$ cat config.mk
export PLATFORM = sky130hd
export DESIGN_NAME = intc_prio_arb
export DESIGN_NICKNAME = d
export VERILOG_FILES = /design/src/rtl/intc_pkg.sv /design/src/rtl/intc_phase.sv /design/src/rtl/intc_select.sv /design/src/rtl/intc_svc.sv /design/src/rtl/intc_prio_arb.sv
export SDC_FILE = /design/constraint.sdc
export NUM_CORES = 1
export LEC_CHECK = 0
export BUFFER_PORTS_ARGS = -buffer_cell sky130_fd_sc_hd__clkbuf_2
export CORE_MARGIN = 3
export CORE_UTILIZATION = 46
export DETAILED_ROUTE_END_ITERATION = 6
export PLACE_DENSITY = 0.9
export SETUP_SLACK_MARGIN = 0.3
export SYNTH_ARGS = -nofsm -noshare
export SYNTH_HDL_FRONTEND = slang
export SYNTH_SLANG_ARGS = --single-unit
$ cat constraint.sdc
create_clock -name clk_i -period 2.2 [get_ports clk_i]
set_input_delay 0.33 -clock clk_i [delete_from_list [all_inputs] [get_ports clk_i]]
set_output_delay 0.33 -clock clk_i [all_outputs]
set_load 0.005 [all_outputs]
$ cat src/rtl/intc_pkg.sv
package intc_pkg;
  localparam int NSRC = 8;
  localparam int NLVL = 3;
  localparam int IDXW = $clog2(NSRC);

  typedef enum logic [1:0] {
    LVL_LOW  = 2'd0,
    LVL_HIGH = 2'd1,
    LVL_TOP  = 2'd2
  } lvl_e;

  // vector spacing is uneven: top source and watchdog sit apart
  function automatic logic [15:0] vec_of(input logic [IDXW-1:0] idx);
    case (idx)
      3'd0:    vec_of = 16'h0033;
      3'd7:    vec_of = 16'h0063;
      default: vec_of = 16'h0003 + {10'd0, idx - 3'd1, 3'd0};
    endcase
  endfunction
endpackage

$ cat src/rtl/intc_phase.sv
module intc_phase #(
  parameter int PHASES  = 4,
  parameter int CALL_MC = 4
) (
  input  logic clk_i,
  input  logic rst_ni,
  input  logic call_i,
  output logic poll_o,
  output logic poll_ok_o
);
  localparam int PW = (PHASES > 1) ? $clog2(PHASES) : 1;
  localparam int BW = $clog2(CALL_MC) + 1;

  logic [PW-1:0] phase_q;
  logic [BW-1:0] busy_q;

  assign poll_o    = (phase_q == PW'(PHASES - 1));
  assign poll_ok_o = poll_o && (busy_q == '0);

  always_ff @(posedge clk_i or negedge rst_ni) begin
    if (!rst_ni) begin
      phase_q <= '0;
    end else if (poll_o) begin
      phase_q <= '0;
    end else begin
      phase_q <= phase_q + 1'b1;
    end
  end

  // polls swallowed while the hardware call runs
  always_ff @(posedge clk_i or negedge rst_ni) begin
    if (!rst_ni) begin
      busy_q <= '0;
    end else if (call_i) begin
      busy_q <= BW'(CALL_MC - 1);
    end else if (poll_o && busy_q != '0) begin
      busy_q <= busy_q - 1'b1;
    end
  end
endmodule

$ cat src/rtl/intc_select.sv
module intc_select
  import intc_pkg::*;
(
  input  logic [NSRC-1:0] req_i,
  input  lvl_e            lvl_i [NSRC],
  output logic            hit_o,
  output logic [IDXW-1:0] idx_o,
  output lvl_e            lvl_o
);
  logic [NSRC-1:0] by_lvl [NLVL];

  for (genvar gl = 0; gl < NLVL; gl++) begin : g_lvl
    for (genvar gs = 0; gs < NSRC; gs++) begin : g_src
      assign by_lvl[gl][gs] = req_i[gs] && (lvl_i[gs] == lvl_e'(gl));
    end
  end

  always_comb begin
    hit_o = 1'b0;
    idx_o = '0;
    lvl_o = LVL_LOW;
    for (int l = NLVL - 1; l >= 0; l--) begin
      if (!hit_o && |by_lvl[l]) begin
        hit_o = 1'b1;
        lvl_o = lvl_e'(l);
        for (int s = NSRC - 1; s >= 0; s--) begin
          if (by_lvl[l][s]) idx_o = IDXW'(s);
        end
      end
    end
  end
endmodule

$ cat src/rtl/intc_svc.sv
module intc_svc
  import intc_pkg::*;
(
  input  logic            clk_i,
  input  logic            rst_ni,
  input  logic            set_i,
  input  lvl_e            lvl_i,
  input  logic            pop_i,
  output logic            blk_o,
  output logic [NLVL-1:0] svc_o
);
  logic [NLVL-1:0] svc_q, pop_nxt;

  assign blk_o = |(svc_q >> int'(lvl_i));
  assign svc_o = svc_q;

  always_comb begin
    pop_nxt = svc_q;
    for (int l = 0; l < NLVL; l++) begin
      if (svc_q[l]) pop_nxt = svc_q & ~(NLVL'(1) << l);
    end
  end

  always_ff @(posedge clk_i or negedge rst_ni) begin
    if (!rst_ni) begin
      svc_q <= '0;
    end else if (set_i) begin
      svc_q[lvl_i] <= 1'b1;
    end else if (pop_i) begin
      svc_q <= pop_nxt;
    end
  end
endmodule

$ cat src/rtl/intc_prio_arb.sv
module intc_prio_arb
  import intc_pkg::*;
#(
  parameter int PHASES  = 4,
  parameter int CALL_MC = 4
) (
  input  logic        clk_i,
  input  logic        rst_ni,
  input  logic [7:0]  req_i,
  input  logic        ser_tx_i,
  input  logic        t2_ext_i,
  input  logic [7:0]  en_i,
  input  logic        glb_en_i,
  input  logic [7:0]  hi_pri_i,
  input  logic [1:0]  ext_edge_i,
  input  logic        last_cyc_i,
  input  logic        reg_wr_i,
  input  logic        reti_i,
  output logic        call_o,
  output logic [7:0]  ack_o,
  output logic [15:0] vec_o,
  output logic [7:0]  clr_o,
  output logic [2:0]  in_svc_o
);
  logic [NSRC-1:0] raw, elig, clr_mask;
  lvl_e            lvl_of [NSRC];
  logic            hit, blocked, poll, poll_ok, go;
  logic [IDXW-1:0] win_idx;
  lvl_e            win_lvl;

  assign raw = req_i | {1'b0, t2_ext_i, ser_tx_i, 5'b0};

  for (genvar gs = 0; gs < NSRC; gs++) begin : g_src
    if (gs == 0) begin : g_top
      assign lvl_of[gs] = LVL_TOP;
      assign elig[gs]   = raw[gs] && en_i[gs];
    end else begin : g_std
      assign lvl_of[gs] = hi_pri_i[gs] ? LVL_HIGH : LVL_LOW;
      assign elig[gs]   = raw[gs] && en_i[gs] && glb_en_i;
    end
  end

  // hardware clears timer 0/1 always, externals only in edge mode
  assign clr_mask = {3'b000, 1'b1, ext_edge_i[1], 1'b1, ext_edge_i[0], 1'b0};

  intc_phase #(.PHASES(PHASES), .CALL_MC(CALL_MC)) u_phase (
    .clk_i, .rst_ni, .call_i(go), .poll_o(poll), .poll_ok_o(poll_ok)
  );

  intc_select u_sel (
    .req_i(elig), .lvl_i(lvl_of), .hit_o(hit), .idx_o(win_idx), .lvl_o(win_lvl)
  );

  intc_svc u_svc (
    .clk_i, .rst_ni, .set_i(go), .lvl_i(win_lvl), .pop_i(poll && reti_i),
    .blk_o(blocked), .svc_o(in_svc_o)
  );

  assign go = poll_ok && hit && !blocked && last_cyc_i && !reg_wr_i && !reti_i;

  always_ff @(posedge clk_i or negedge rst_ni) begin
    if (!rst_ni) begin
      call_o <= 1'b0;
      ack_o  <= '0;
      clr_o  <= '0;
      vec_o  <= '0;
    end else begin
      call_o <= go;
      ack_o  <= go ? (NSRC'(1) << win_idx) : '0;
      clr_o  <= go ? ((NSRC'(1) << win_idx) & clr_mask) : '0;
      if (go) vec_o <= vec_of(win_idx);
    end
  end
endmodule

==> results_tabular.tex <==
\begin{tabular}{lr}
\hline
Metric & Value \\
\hline
\multicolumn{2}{l}{\textbf{Critical path}} \\
\quad Kind of start point of the critical path & input pin \\
\quad Crit end category & register \\
\quad Critical Setup Path Class & input pin to register \\
\quad Crit-path max FO & 11 \\
\quad Critical path required time & 2390 ps \\
\quad Worst path cell trace & clkbuf\_4, buf\_4, nand4\_1, nand4\_2, or2\_4, o32a\_4, and2\_1, a221o\_1 \\
\quad Family with the most delay on the worst path & simple AND/OR/NAND/NOR gates \\
\quad Slowest stage cell on the critical path & sky130\_fd\_sc\_hd\_\_o32a\_4 \\
\quad Crit-path max cell delay & 350 ps \\
\quad Arrival time reported for the critical path endpoint & 2010 ps \\
\quad Worst path bufs/invs & 2 \\
\multicolumn{2}{l}{\textbf{Detailed routing}} \\
\quad Detailed Route WL & between 2000 and 3000 um \\
\quad Total iterations of the first detailed-routing run & 4 \\
\quad Remaining antenna violation count & 0 \\
\quad DRC violation count after routing & 0 \\
\quad Detailed-route via count & $\sim$1300 \\
\quad Drt first-iter violations & 35 \\
\quad Via count normalized by instance count & slightly above 5 \\
\quad Routed wirelength normalized by instance count & $\sim$12 um \\
\multicolumn{2}{l}{\textbf{Power}} \\
\quad Power density over the cells & 612.7 nW/um\^{}2 \\
\quad Largest vdd supply drop & roughly 0.29 mV \\
\quad Leakage power summed over all cells & about 0.95 nW \\
\quad Logic pwr share & 26.2\% \\
\quad Clock share of power & around 27\% \\
\quad Switching pwr & around 0.0003 W \\
\quad Internal power & a little over 0.0008 W \\
\quad Switching Share & 27.00\% \\
\quad Sequential cell fraction of total power & roughly 47\% \\
\multicolumn{2}{l}{\textbf{Floorplanning}} \\
\quad Standard cell core area & between 2000 and 3000 sq um \\
\quad IO Count & 70 \\
\quad Row count & 19 \\
\quad Horizontal die dimension & $\sim$62 um \\
\quad Die Outline Area & $\sim$4000 sq um \\
\quad Initial core utilization & 50.56\% \\
\quad Die boundary height & roughly 62 um \\
\multicolumn{2}{l}{\textbf{Logic synthesis}} \\
\quad Gate count after technology mapping & approximately 150 \\
\quad Fraction of registers with async set/reset & 100.0\% \\
\quad Post-synthesis sequential element count & 24 \\
\quad Number of warnings reported in the yosys synthesis log & 0 \\
\quad Number of flops mapped to enable cells by yosys & 0 \\
\quad Number of different library cells in the post-synthesis netlist & 43 \\
\quad Avg Synthesized Cell Area & 9.647 sq um \\
\quad Register area share after synthesis & around two fifths \\
\quad Area of the mapped netlist & about 1500 sq um \\
\quad Primary FF master, synth & sky130\_fd\_sc\_hd\_\_dfrtp\_1 \\
\multicolumn{2}{l}{\textbf{Finish}} \\
\quad Commonest non-fill, non-tap cell in the layout & sky130\_fd\_sc\_hd\_\_clkbuf\_2 \\
\quad Number of diodes & 0 \\
\quad Relative area change from synthesis to final layout & 24.32\% \\
\quad Final Instance Count excl. Fillers & 254 \\
\quad Most used cells in the layout excluding fill and tap cells & sky130\_fd\_sc\_hd\_\_clkbuf\_2 (53), sky130\_fd\_sc\_hd\_\_dfrtp\_1 (24), sky130\_fd\_sc\_hd\_\_nand2\_1 (15), sky130\_fd\_sc\_hd\_\_conb\_1 (14), sky130\_fd\_sc\_hd\_\_nor2\_1 (12) \\
\quad Post-layout net count & 250 \\
\quad Fraction of final layout cells sized beyond drive strength 1 & a little under 40\% \\
\quad Number of fillers in the final layout & 271 \\
\multicolumn{2}{l}{\textbf{GRT}} \\
\quad Total grt overflow & 0 \\
\quad Largest net degree at the start of global routing & 25 \\
\quad Initial antenna violation count & 0 \\
\quad Via count of the first global-routing pass & roughly 1200 \\
\quad Global-route usage over all layers & around 16\% \\
\quad Global-route wire length before repair & between 5000 and 6000 um \\
\multicolumn{2}{l}{\textbf{Timing}} \\
\quad Highest Clock Rate & approximately 0.55 GHz \\
\quad Max-slew headroom & 63.84\% \\
\quad Post-route clock skew & between 6 and 7 ps \\
\quad Final number of setup-violating endpoints & 0 \\
\quad Hold Violations, Final & 0 \\
\quad Minimum clock period after layout & approximately 1800 ps \\
\quad Sum of negative setup slack & 0 ps \\
\quad Count of pins over their slew limit & 0 \\
\quad Slew of the pin with the lowest slew margin & roughly 540 ps \\
\quad Unrepaired setup endpoints after global routing & yes \\
\quad Final Cycle Share & just over 80\% \\
\multicolumn{2}{l}{\textbf{Placement}} \\
\quad Buffers added on ports & 54 \\
\quad Detailed-placement wirelength estimate & 2478 um \\
\quad Last weighted congestion value of the routability-driven placer & 0.8047 \\
\quad Number of placed cells counting well taps & between 200 and 250 \\
\multicolumn{2}{l}{\textbf{Clocking}} \\
\quad Clock Tree Root & sky130\_fd\_sc\_hd\_\_clkbuf\_4 \\
\quad Htree depth & 1 \\
\quad Clk slew on worst S/H paths & between 100 and 150 ps \\
\quad Number of buffers inserted during clock tree synthesis & 3 \\
\quad Clk buf depth & 2 \\
\quad Total clock sinks & 24 \\
\quad Clock insertion delay at the later pin of the skew report & approximately 300 ps \\
\quad TritonCTS clock tree & built \\
\multicolumn{2}{l}{\textbf{Outcome}} \\
\quad Outcome & finished, final reports clean \\
\multicolumn{2}{l}{\textbf{Job}} \\
\quad Max cap viols & 0 \\
\multicolumn{2}{l}{\textbf{Worst hold path}} \\
\quad Min-Delay Path Class & input pin to register \\
\hline
\end{tabular}
[repair_timing]
action / CTS / global route
hold buffers: 1 / 0
gates resized for setup: 0 / 5
endpoints found under the setup margin: 0 / 10
hold endpoints to repair: 14 / 0
buffers inserted: 0 / 1
[worst register-to-register path: cells and delay by family (launching register included)]
kind,cells,cell delay [ps]
buffers and inverters,2,260
AND/OR/NAND/NOR,2,280
adder cells (fa/ha/maj),1,180
AO/OA/AOI/OAI,2,550
flip-flops,1,380
[state kept, by name (all words and copies together), names as in the netlist]
name / flops
ack_o: 8
vec_o: 5
u_phase.busy_q: 3
u_svc.svc_o: 3
clr_o: 2
u_phase.phase_q: 2
call_o: 1
[metal layers]
layer | global-route usage, % | vias up | routed length [um]
met2 | 27.56 | 48 | 1536
met3 | 1.799 | 2 | 192
met1 | 19.32 | 603 | 1193
met5 | 0 | - | 0
li1 | - | 633 | -
met4 | 7.163 | 0 | 19
[synthesized netlist by cell type, drive strengths merged, types with 3 or more instances]
library cell / number / share of area, %
a21o: 3 / 1.5
nand4: 8 / 6.0
a21oi: 5 / 1.7
o211ai: 5 / 2.6
dfrtp: 24 / 41
nor2: 13 / 3.3
nand2b: 4 / 1.7
nand3: 3 / 1.0
o21ai: 10 / 3.4
ha: 3 / 2.6
nand2: 16 / 4.3
nor3: 4 / 1.4
inv: 6 / 1.5
buf: 19 / 9.8
nor2b: 3 / 1.3
[cells by family after synthesis]
kind of cell / synth area share, %
XOR/XNOR: 0.5974
other: 0.2557
AND/OR/NAND/NOR: 25.09
adder cells (fa/ha/maj): 2.560
flip-flops: 40.96
AO/OA/AOI/OAI: 19.20
buffers and inverters: 11.35
[worst paths after layout]
path / startpoint / end / slack [ps] / depth (start not counted)
worst min register to register: u_phase.phase_q[0] / u_phase.phase_q[0] / 450 / 1
min in group asynchronous: rst_ni / u_phase.phase_q[0] / 530 / 2
worst max-delay path: glb_en_i / vec_o[5] / 380 / 8
worst max register to register: u_phase.busy_q[0] / vec_o[5] / 440 / 7
max in group asynchronous: rst_ni / vec_o[3] / 1310 / 2
worst min-delay path: ext_edge_i[1] / clr_o[3] / 210 / 3
[area by class of cell]
type                       count  area (sq um)  area share, %
multi-input combinational    116         759.5          41.66
sequential                    24         600.6          32.94
tap                           42         52.55          2.883
timing repair buffer          62         335.3          18.39
clock buffer                   3         22.52          1.235
clock inverter                 1         30.03          1.647
inverter                       6         22.52          1.235
[through the flow]
stage                     power [W]  area, sq um  utilization [%]  setup slack (ps)  hold WS (ps)
after floorplan           0.0007240         1526                -             311.1         34.41
after global placement    0.0007993         1742            60.05             21.06         337.2
after detailed placement  0.0008171         1742            60.05             10.52         337.8
after CTS                  0.001122         1804            62.21             325.6         202.2
after global routing       0.001206         1823            62.86             259.8         200.9
final                      0.001117         1823            62.86             378.2         211.9
[power by group through the flow]
stage	registers [W]	logic [W]	clock network, W
after floorplan	0.000525	0.000199	0
after global placement	0.000527	0.000272	0
after detailed placement	0.000528	0.000289	0
after CTS	0.000520	0.000291	0.000311
after global routing	0.000531	0.000335	0.000340
final	0.000521	0.000292	0.000303
Note: power is estimated with default switching activity, not from simulation.
